### config.mk
export PLATFORM = sky130hd
export DESIGN_NAME = uart_irq_status
export DESIGN_NICKNAME = d
export VERILOG_FILES = /design/src/rtl/uart_irq_pkg.sv /design/src/rtl/uart_irq_trig.sv /design/src/rtl/uart_irq_flag.sv /design/src/rtl/uart_irq_status.sv
export SDC_FILE = /design/constraint.sdc
export NUM_CORES = 1
export LEC_CHECK = 0
export CAP_MARGIN = 30
export CORE_ASPECT_RATIO = 0.8
export CORE_MARGIN = 10
export CORE_UTILIZATION = 37
export DETAILED_ROUTE_END_ITERATION = 16
export DONT_BUFFER_PORTS = 1
export HOLD_SLACK_MARGIN = 0.15
export PLACE_DENSITY_LB_ADDON = 0.08
export SYNTH_ARGS = -nofsm -noshare
export SYNTH_HDL_FRONTEND = slang
export SYNTH_SLANG_ARGS = --single-unit
### constraint.sdc
create_clock -name clk -period 5.4 [get_ports clk]
set_clock_uncertainty 0.15 [all_clocks]
set_input_delay 0.81 -clock clk [delete_from_list [all_inputs] [get_ports clk]]
set_output_delay 0.81 -clock clk [all_outputs]
set_load 0.01 [all_outputs]
### src/rtl/uart_irq_pkg.sv
package uart_irq_pkg;
  typedef enum logic [2:0] {
    TRIG_EIGHTH   = 3'd0,
    TRIG_QUARTER  = 3'd1,
    TRIG_HALF     = 3'd2,
    TRIG_3QUARTER = 3'd3,
    TRIG_7EIGHTHS = 3'd4
  } trig_code_e;

  localparam int unsigned CH_RX = 0;
  localparam int unsigned CH_TX = 1;
  localparam int unsigned N_CH  = 2;
endpackage

### src/rtl/uart_irq_trig.sv
module uart_irq_trig #(
  parameter int unsigned DEPTH = 16,
  parameter int unsigned LVL_W = $clog2(DEPTH + 1)
) (
  input  logic [2:0]       sel,
  output logic [LVL_W-1:0] thresh
);
  import uart_irq_pkg::*;

  localparam logic [LVL_W-1:0] T_E  = LVL_W'(DEPTH / 8);
  localparam logic [LVL_W-1:0] T_Q  = LVL_W'(DEPTH / 4);
  localparam logic [LVL_W-1:0] T_H  = LVL_W'(DEPTH / 2);
  localparam logic [LVL_W-1:0] T_3Q = LVL_W'((DEPTH * 3) / 4);
  localparam logic [LVL_W-1:0] T_7E = LVL_W'((DEPTH * 7) / 8);

  always_comb begin
    case (sel)
      TRIG_EIGHTH:   thresh = T_E;
      TRIG_QUARTER:  thresh = T_Q;
      TRIG_HALF:     thresh = T_H;
      TRIG_3QUARTER: thresh = T_3Q;
      TRIG_7EIGHTHS: thresh = T_7E;
      default:       thresh = T_H;
    endcase
  end
endmodule

### src/rtl/uart_irq_flag.sv
module uart_irq_flag #(
  parameter int unsigned LVL_W = 5,
  parameter bit          IS_TX = 1'b0
) (
  input  logic             clk,
  input  logic             rst,
  input  logic             fifo_en,
  input  logic [LVL_W-1:0] level,
  input  logic [LVL_W-1:0] thresh,
  input  logic             act,
  input  logic             w1c,
  output logic             flag_nx,
  output logic             flag_q
);
  logic [LVL_W-1:0] prev_q;
  logic set_fifo, clr_fifo, set_single, set_ev, clr_ev;

  generate
    if (IS_TX) begin : g_tx
      // transmit: service is needed when the level drains
      assign set_fifo   = (prev_q > thresh) && (level <= thresh);
      assign clr_fifo   = level > thresh;
      assign set_single = (prev_q != '0) && (level == '0);
    end else begin : g_rx
      // receive: service is needed when the level fills
      assign set_fifo   = (prev_q < thresh) && (level >= thresh);
      assign clr_fifo   = level < thresh;
      assign set_single = (prev_q == '0) && (level != '0);
    end
  endgenerate

  assign set_ev = fifo_en ? set_fifo : set_single;
  assign clr_ev = (fifo_en ? clr_fifo : act) || w1c;

  always_comb begin
    if (set_ev)      flag_nx = 1'b1;
    else if (clr_ev) flag_nx = 1'b0;
    else             flag_nx = flag_q;
  end

  always_ff @(posedge clk) begin
    if (rst) begin
      prev_q <= '0;
      flag_q <= 1'b0;
    end else begin
      prev_q <= level;
      flag_q <= flag_nx;
    end
  end
endmodule

### src/rtl/uart_irq_status.sv
module uart_irq_status #(
  parameter int unsigned DEPTH = 16,
  parameter int unsigned LVL_W = $clog2(DEPTH + 1)
) (
  input  logic             clk,
  input  logic             rst,
  input  logic             fifo_en,
  input  logic [LVL_W-1:0] rx_level,
  input  logic [LVL_W-1:0] tx_level,
  input  logic [2:0]       rx_trig_sel,
  input  logic [2:0]       tx_trig_sel,
  input  logic             rx_pop,
  input  logic             tx_push,
  input  logic             rx_w1c,
  input  logic             tx_w1c,
  input  logic             mask_we,
  input  logic [1:0]       mask_wdata,
  output logic [1:0]       mask,
  output logic [1:0]       raw_stat,
  output logic [1:0]       masked_stat,
  output logic             irq
);
  import uart_irq_pkg::*;

  logic [LVL_W-1:0] lvl   [N_CH];
  logic [2:0]       sel   [N_CH];
  logic [LVL_W-1:0] thr   [N_CH];
  logic [N_CH-1:0]  act, w1c, flag_nx, flag_q;
  logic [N_CH-1:0]  mask_nx, masked_nx;

  assign lvl[CH_RX] = rx_level;
  assign lvl[CH_TX] = tx_level;
  assign sel[CH_RX] = rx_trig_sel;
  assign sel[CH_TX] = tx_trig_sel;
  assign act        = {tx_push, rx_pop};
  assign w1c        = {tx_w1c, rx_w1c};

  generate
    for (genvar c = 0; c < N_CH; c++) begin : g_ch
      uart_irq_trig #(.DEPTH(DEPTH), .LVL_W(LVL_W)) u_trig (
        .sel    (sel[c]),
        .thresh (thr[c])
      );
      uart_irq_flag #(.LVL_W(LVL_W), .IS_TX(c == CH_TX)) u_flag (
        .clk     (clk),
        .rst     (rst),
        .fifo_en (fifo_en),
        .level   (lvl[c]),
        .thresh  (thr[c]),
        .act     (act[c]),
        .w1c     (w1c[c]),
        .flag_nx (flag_nx[c]),
        .flag_q  (flag_q[c])
      );
    end
  endgenerate

  assign mask_nx   = mask_we ? mask_wdata : mask;
  assign masked_nx = flag_nx & mask_nx;
  assign raw_stat  = flag_q;

  always_ff @(posedge clk) begin
    if (rst) begin
      mask        <= '0;
      masked_stat <= '0;
      irq         <= 1'b0;
    end else begin
      mask        <= mask_nx;
      masked_stat <= masked_nx;
      irq         <= |masked_nx;
    end
  end
endmodule

=== Word-level counts from Yosys, hierarchy flattened ===
Index checks and enable logic that the tools add are counted.

* Register bits: 17
* Input bits: 26

* Magnitude comparators: 6
* Equality and inequality tests: 6
* Multiplexer cells: 11
* Bitwise gates (word level): 1
* Reduce and logical (&&, ||, !) cells: 13

{| class="wikitable"
|+ Operators by type and width
! cell !! count
|-
| case mux 4 bit (4 select lines) || 2
|-
| > comparator 5 x 4 -> 1 bit || 2
|-
| logical NOT 5 bit || 2
|-
| < comparator 5 x 4 -> 1 bit || 2
|-
| nonzero test 5 bit || 2
|-
| two-way mux 1 bit || 8
|-
| == test 3 x 1 -> 1 bit, second input constant || 2
|-
| == test 3 x 2 -> 1 bit, second input constant || 2
|-
| == test 3 bit, second input constant || 2
|-
| logical NOT 3 bit || 2
|-
| greater-or-equal comparator 5 x 4 -> 1 bit || 1
|-
| less-or-equal comparator 5 x 4 -> 1 bit || 1
|-
| logical AND 1 bit || 4
|-
| AND 2 bit || 1
|-
| logical OR 1 bit || 2
|-
| two-way mux 2 bit || 1
|-
| OR reduction 2 bit || 1
|}

=== Logic depth before layout (Yosys ltp) ===
* Word-level depth: 9
* Mapped depth: 8

=== Hierarchy ===
A second synthesis with hierarchy kept.

* Cell total of the unflattened synthesis: 129
* Area, all modules: 1134.8 um^2

{| class="wikitable"
|+ Modules (own cells, without submodules)
! module !! times used !! cells an instance !! area an instance (um^2) !! seq. area each (um^2)
|-
| uart_irq_flag (g_ch[1].u_flag) || 1 || 54 || 457.9 || 120.1
|-
| uart_irq_flag (g_ch[0].u_flag) || 1 || 49 || 434.2 || 120.1
|-
| uart_irq_status || 1 || 14 || 162.7 || 100.1
|-
| uart_irq_trig || 2 || 6 || 40.0 || 0.0
|}

=== Worst setup path before layout ===
OpenSTA, ideal clock, no wires.

* Path kind: input to register
* From: in rx_trig_sel[0]
* To: reg irq
* Setup time: 126 ps
* Data arrival time: 2278 ps
* Slack: 2846 ps
* Stages: 8
* Buffers on the path: 0
* Cell sequence: nor2_1 -> mux2i_1 -> ha_1 -> and3b_1 -> a2111oi_4 -> a21oi_1 -> a31oi_4 -> o22ai_2

* Cells in the longest elaborated chain, start to end: 9
* Elaborated cells between the ends (all ways): 16

{| class="wikitable"
|+ Ends and longest elaborated chain
! item !! line !! source
|-
| from (decl) || uart_irq_status.sv:10 || <nowiki>input logic [2:0] rx_trig_sel,</nowiki>
|-
| == test 3 bit (tied with other cells) || uart_irq_trig.sv:17 || <nowiki>case (sel)</nowiki>
|-
| case mux 4 bit (4 select lines) * || uart_irq_trig.sv:17 ||
|-
| < comparator 5 x 4 -> 1 bit || uart_irq_flag.sv:27 || <nowiki>assign clr_fifo = level < thresh;</nowiki>
|-
| two-way mux 1 bit || uart_irq_flag.sv:33 || <nowiki>assign clr_ev = (fifo_en ? clr_fifo : act) || w1c;</nowiki>
|-
| logical OR 1 bit || uart_irq_flag.sv:33 ||
|-
| two-way mux 1 bit || uart_irq_flag.sv:37 || <nowiki>else if (clr_ev) flag_nx = 1'b0;</nowiki>
|-
| two-way mux 1 bit * || uart_irq_flag.sv:36 || <nowiki>if (set_ev) flag_nx = 1'b1;</nowiki>
|-
| AND 2 bit * || uart_irq_status.sv:59 || <nowiki>assign masked_nx = flag_nx & mask_nx;</nowiki>
|-
| OR reduction 2 bit * || uart_irq_status.sv:70 || <nowiki>irq <= |masked_nx;</nowiki>
|-
| to (signal assigned) || uart_irq_status.sv:70 ||
|-
| to (decl) || uart_irq_status.sv:21 || <nowiki>output logic irq</nowiki>
|}

Mark *: on every way between the ends. The rest lies on a longest branch, timed or not.
A chain may end at the register's enable or synchronous reset.

=== Worst setup path after layout ===
Same ends and word-level chain as after synthesis.

==> flow_summary.ini <==
[outcome]
outcome = completed

[cells_and_area]
fillCellCount = 243
final_nets = 135
regArea_um2 = 340
synthToLayoutAreaGrowth_pct = 5.63
multi_input_area_um2 = 544
diodes = 0
drive_above_1_share_pct = 12.4

[drt]
drtPass1Iterations = 4
wl_met3_um = 200
drtIter0Drc = 17
routedWlPerCell_um = 16.4
highest-signal-layer = met4
drt-total-wl_um = 2180
ant_nets = 0
drc_errors = 0
met1Wirelength_um = 971
routed_via_density = 4.96
wl_met2_um = 999
vias = 660

[place]
gp_congestion = 0.753
portBuffers = 0
dpl.hpwl_um = 1840
place_ws_ps = 2710

[yosys]
synthCells = 96
synthAdderAreaFrac_pct = 14.7
synthFlopType = dfxtp_1
synth-warning-count = 0
synth_xor_xnor_area_share_pct = 0
synth-simple-area-share_pct = 22.7
synth_top_family_by_area = simple AND/OR/NAND/NOR gates
yosysTopAreaCellShare_pct = 36.5
synth_edf_count = 0
synth_mux_area_share_pct = 4.29
yosys-top-cells-area = dfxtp_1 (36%), ha_1 (15%), nor2_1 (6.4%)
avgSynthCellArea_um2 = 9.72
synth_cell_types = 28
ys_seq_elements = 17
seq_area_frac_synth_pct = 36.5
netlist_area_um2 = 933
synth_compound_area_share_pct = 16.6
synth_top_area_cell = dfxtp_1
async_flop_share_pct = 0
synth_nets = 133

[critical_path]
startpoint_type = input pin
crit_arrival_ps = 2420
crit_type = input pin to register
startpoint = rx_trig_sel[0]
crit_path_end_kind = register
worstPathRequired_ps = 5430
crit_fanout = 3
r2r-start = g_ch[1].u_flag.prev_q[1]$_SDFF_PP0_

[timing]
timing.fmax_ghz = 0.418
tns_ps = 0
period_share_pct = 44.3
worst_pin_slew_ps = 351
drv_slew = 0
layout_setup_ws_ps = 3010
hold_viol_final = 0
maxSlewHeadroom_pct = 76.6
rsz0062_at_grt = false
setup_viol = 0
fin_crit_ps = 2390

[grt]
grt.total_usage_pct = 9.12
antenna_found_initial = 0
grt.overflow.total = 0
grt_pass1_wl_um = 3690
grt_max_degree = 15
grt_pass1_vias = 730

[die]
die_h_um = 64.9
fp.dieW_um = 76.2
pin_count = 33
row_count = 16
start_util_pct = 38.5
core_area_um2 = 2420
dieArea_um2 = 4940

[clock_network]
cts.sinks = 17
tritoncts = done
cts_buffer_depth = 2
clkTransAtPathRegs_ps = 100
clk_latency_ps = 290
cts-resized-gates = 0
post-cts-setup-buffers = 0
cts_made_buffers = 3
ctsHtreeMaxLevel = 1
root_buffer = clkbuf_4
cts_hold_buf = 0

[hold_path]
hp-start = rst
holdCritPathClass = input pin to register

[job]
drv_cap = 0

[power]
leakagePower_nw = 0.422
power.density_nw_per_um2 = 253
vdd_drop_max_v = 0.0000987
[critical path, cell delays in order]
cell	delay, ps
nor2_1	160
mux2i_1	150
ha_1	310
and3b_1	190
a2111oi_4	320
a21oi_1	160
a31oi_4	240
o22ai_2	90
[layout by cell type (no fill, tap or decap), types with 2 or more instances in the layout]
cell / count
clkbuf_4: 3
nor4_1: 3
mux2i_1: 4
ha_1: 11
dfxtp_1: 17
nor2b_1: 9
inv_1: 8
o21ai_0: 2
nand4b_1: 3
a21oi_1: 3
nor2_1: 16
or2_2: 2
[cells in the mapped netlist, types with 2 or more instances]
cell,instances
nand4b_1,3
nor4_1,3
nor2_1,16
or2_2,2
dfxtp_1,17
mux2i_1,4
ha_1,11
buf_4,2
nor2b_1,9
a21oi_1,3
o21ai_0,2
inv_1,8
[cells by family after synthesis]
kind of cell	after synthesis
adders and majority gates	11
muxes	4
and+or+nand+nor	38
DFF	17
AOI/OAI and AO/OA	15
buffers and inverters	11
[final timing paths]
kind	slack, ps	depth (start not counted)	endpoint
min	420	1	g_ch[0].u_flag.prev_q[1]$_SDFF_PP0_
max	3010	8	irq$_SDFF_PP0_
max reg2reg	3600	6	irq$_SDFF_PP0_
min reg2reg	540	3	g_ch[0].u_flag.flag_q$_SDFF_PP0_
[state kept, by name (all words and copies together) (netlist names)]
| signal | cells |
|---|---|
| g_ch.u_flag.flag_q | 2 |
| g_ch.u_flag.prev_q | 10 |
| irq | 1 |
| mask | 2 |
| masked_stat | 2 |
[layer usage]
metal  global-route usage, %  up-vias
met2                    14.4       20
met5                       0        -
met4                    2.55        0
li1                        -      341
met3                    5.65        2
met1                    10.1      297
[per-stage QoR]
stage	hold WS [ps]	instances	util, %	total power [mW]	area [µm²]
after CTS	410	133	40.7	0.252	986
final	424	133	40.7	0.250	986
after detailed placement	520	129	39.6	0.183	960
after global routing	401	133	40.7	0.264	986
after floorplan	481	96	-	0.177	933
after global placement	532	129	39.6	0.182	960
[where the power goes]
part	internal, mW	switching [mW]
Sequential	0.132	0.00524
Clock	0.0287	0.0412
Combinational	0.0213	0.0211
Total	0.182	0.0675
[layout make-up]
class | instances | share of cell area [%]
inverters | 8 | 3.05
well taps | 36 | 4.57
multi-input cells | 68 | 55.2
clock buffers | 4 | 2.66
flip-flops and latches | 17 | 34.5
Note: power is estimated with default switching activity, not from simulation.
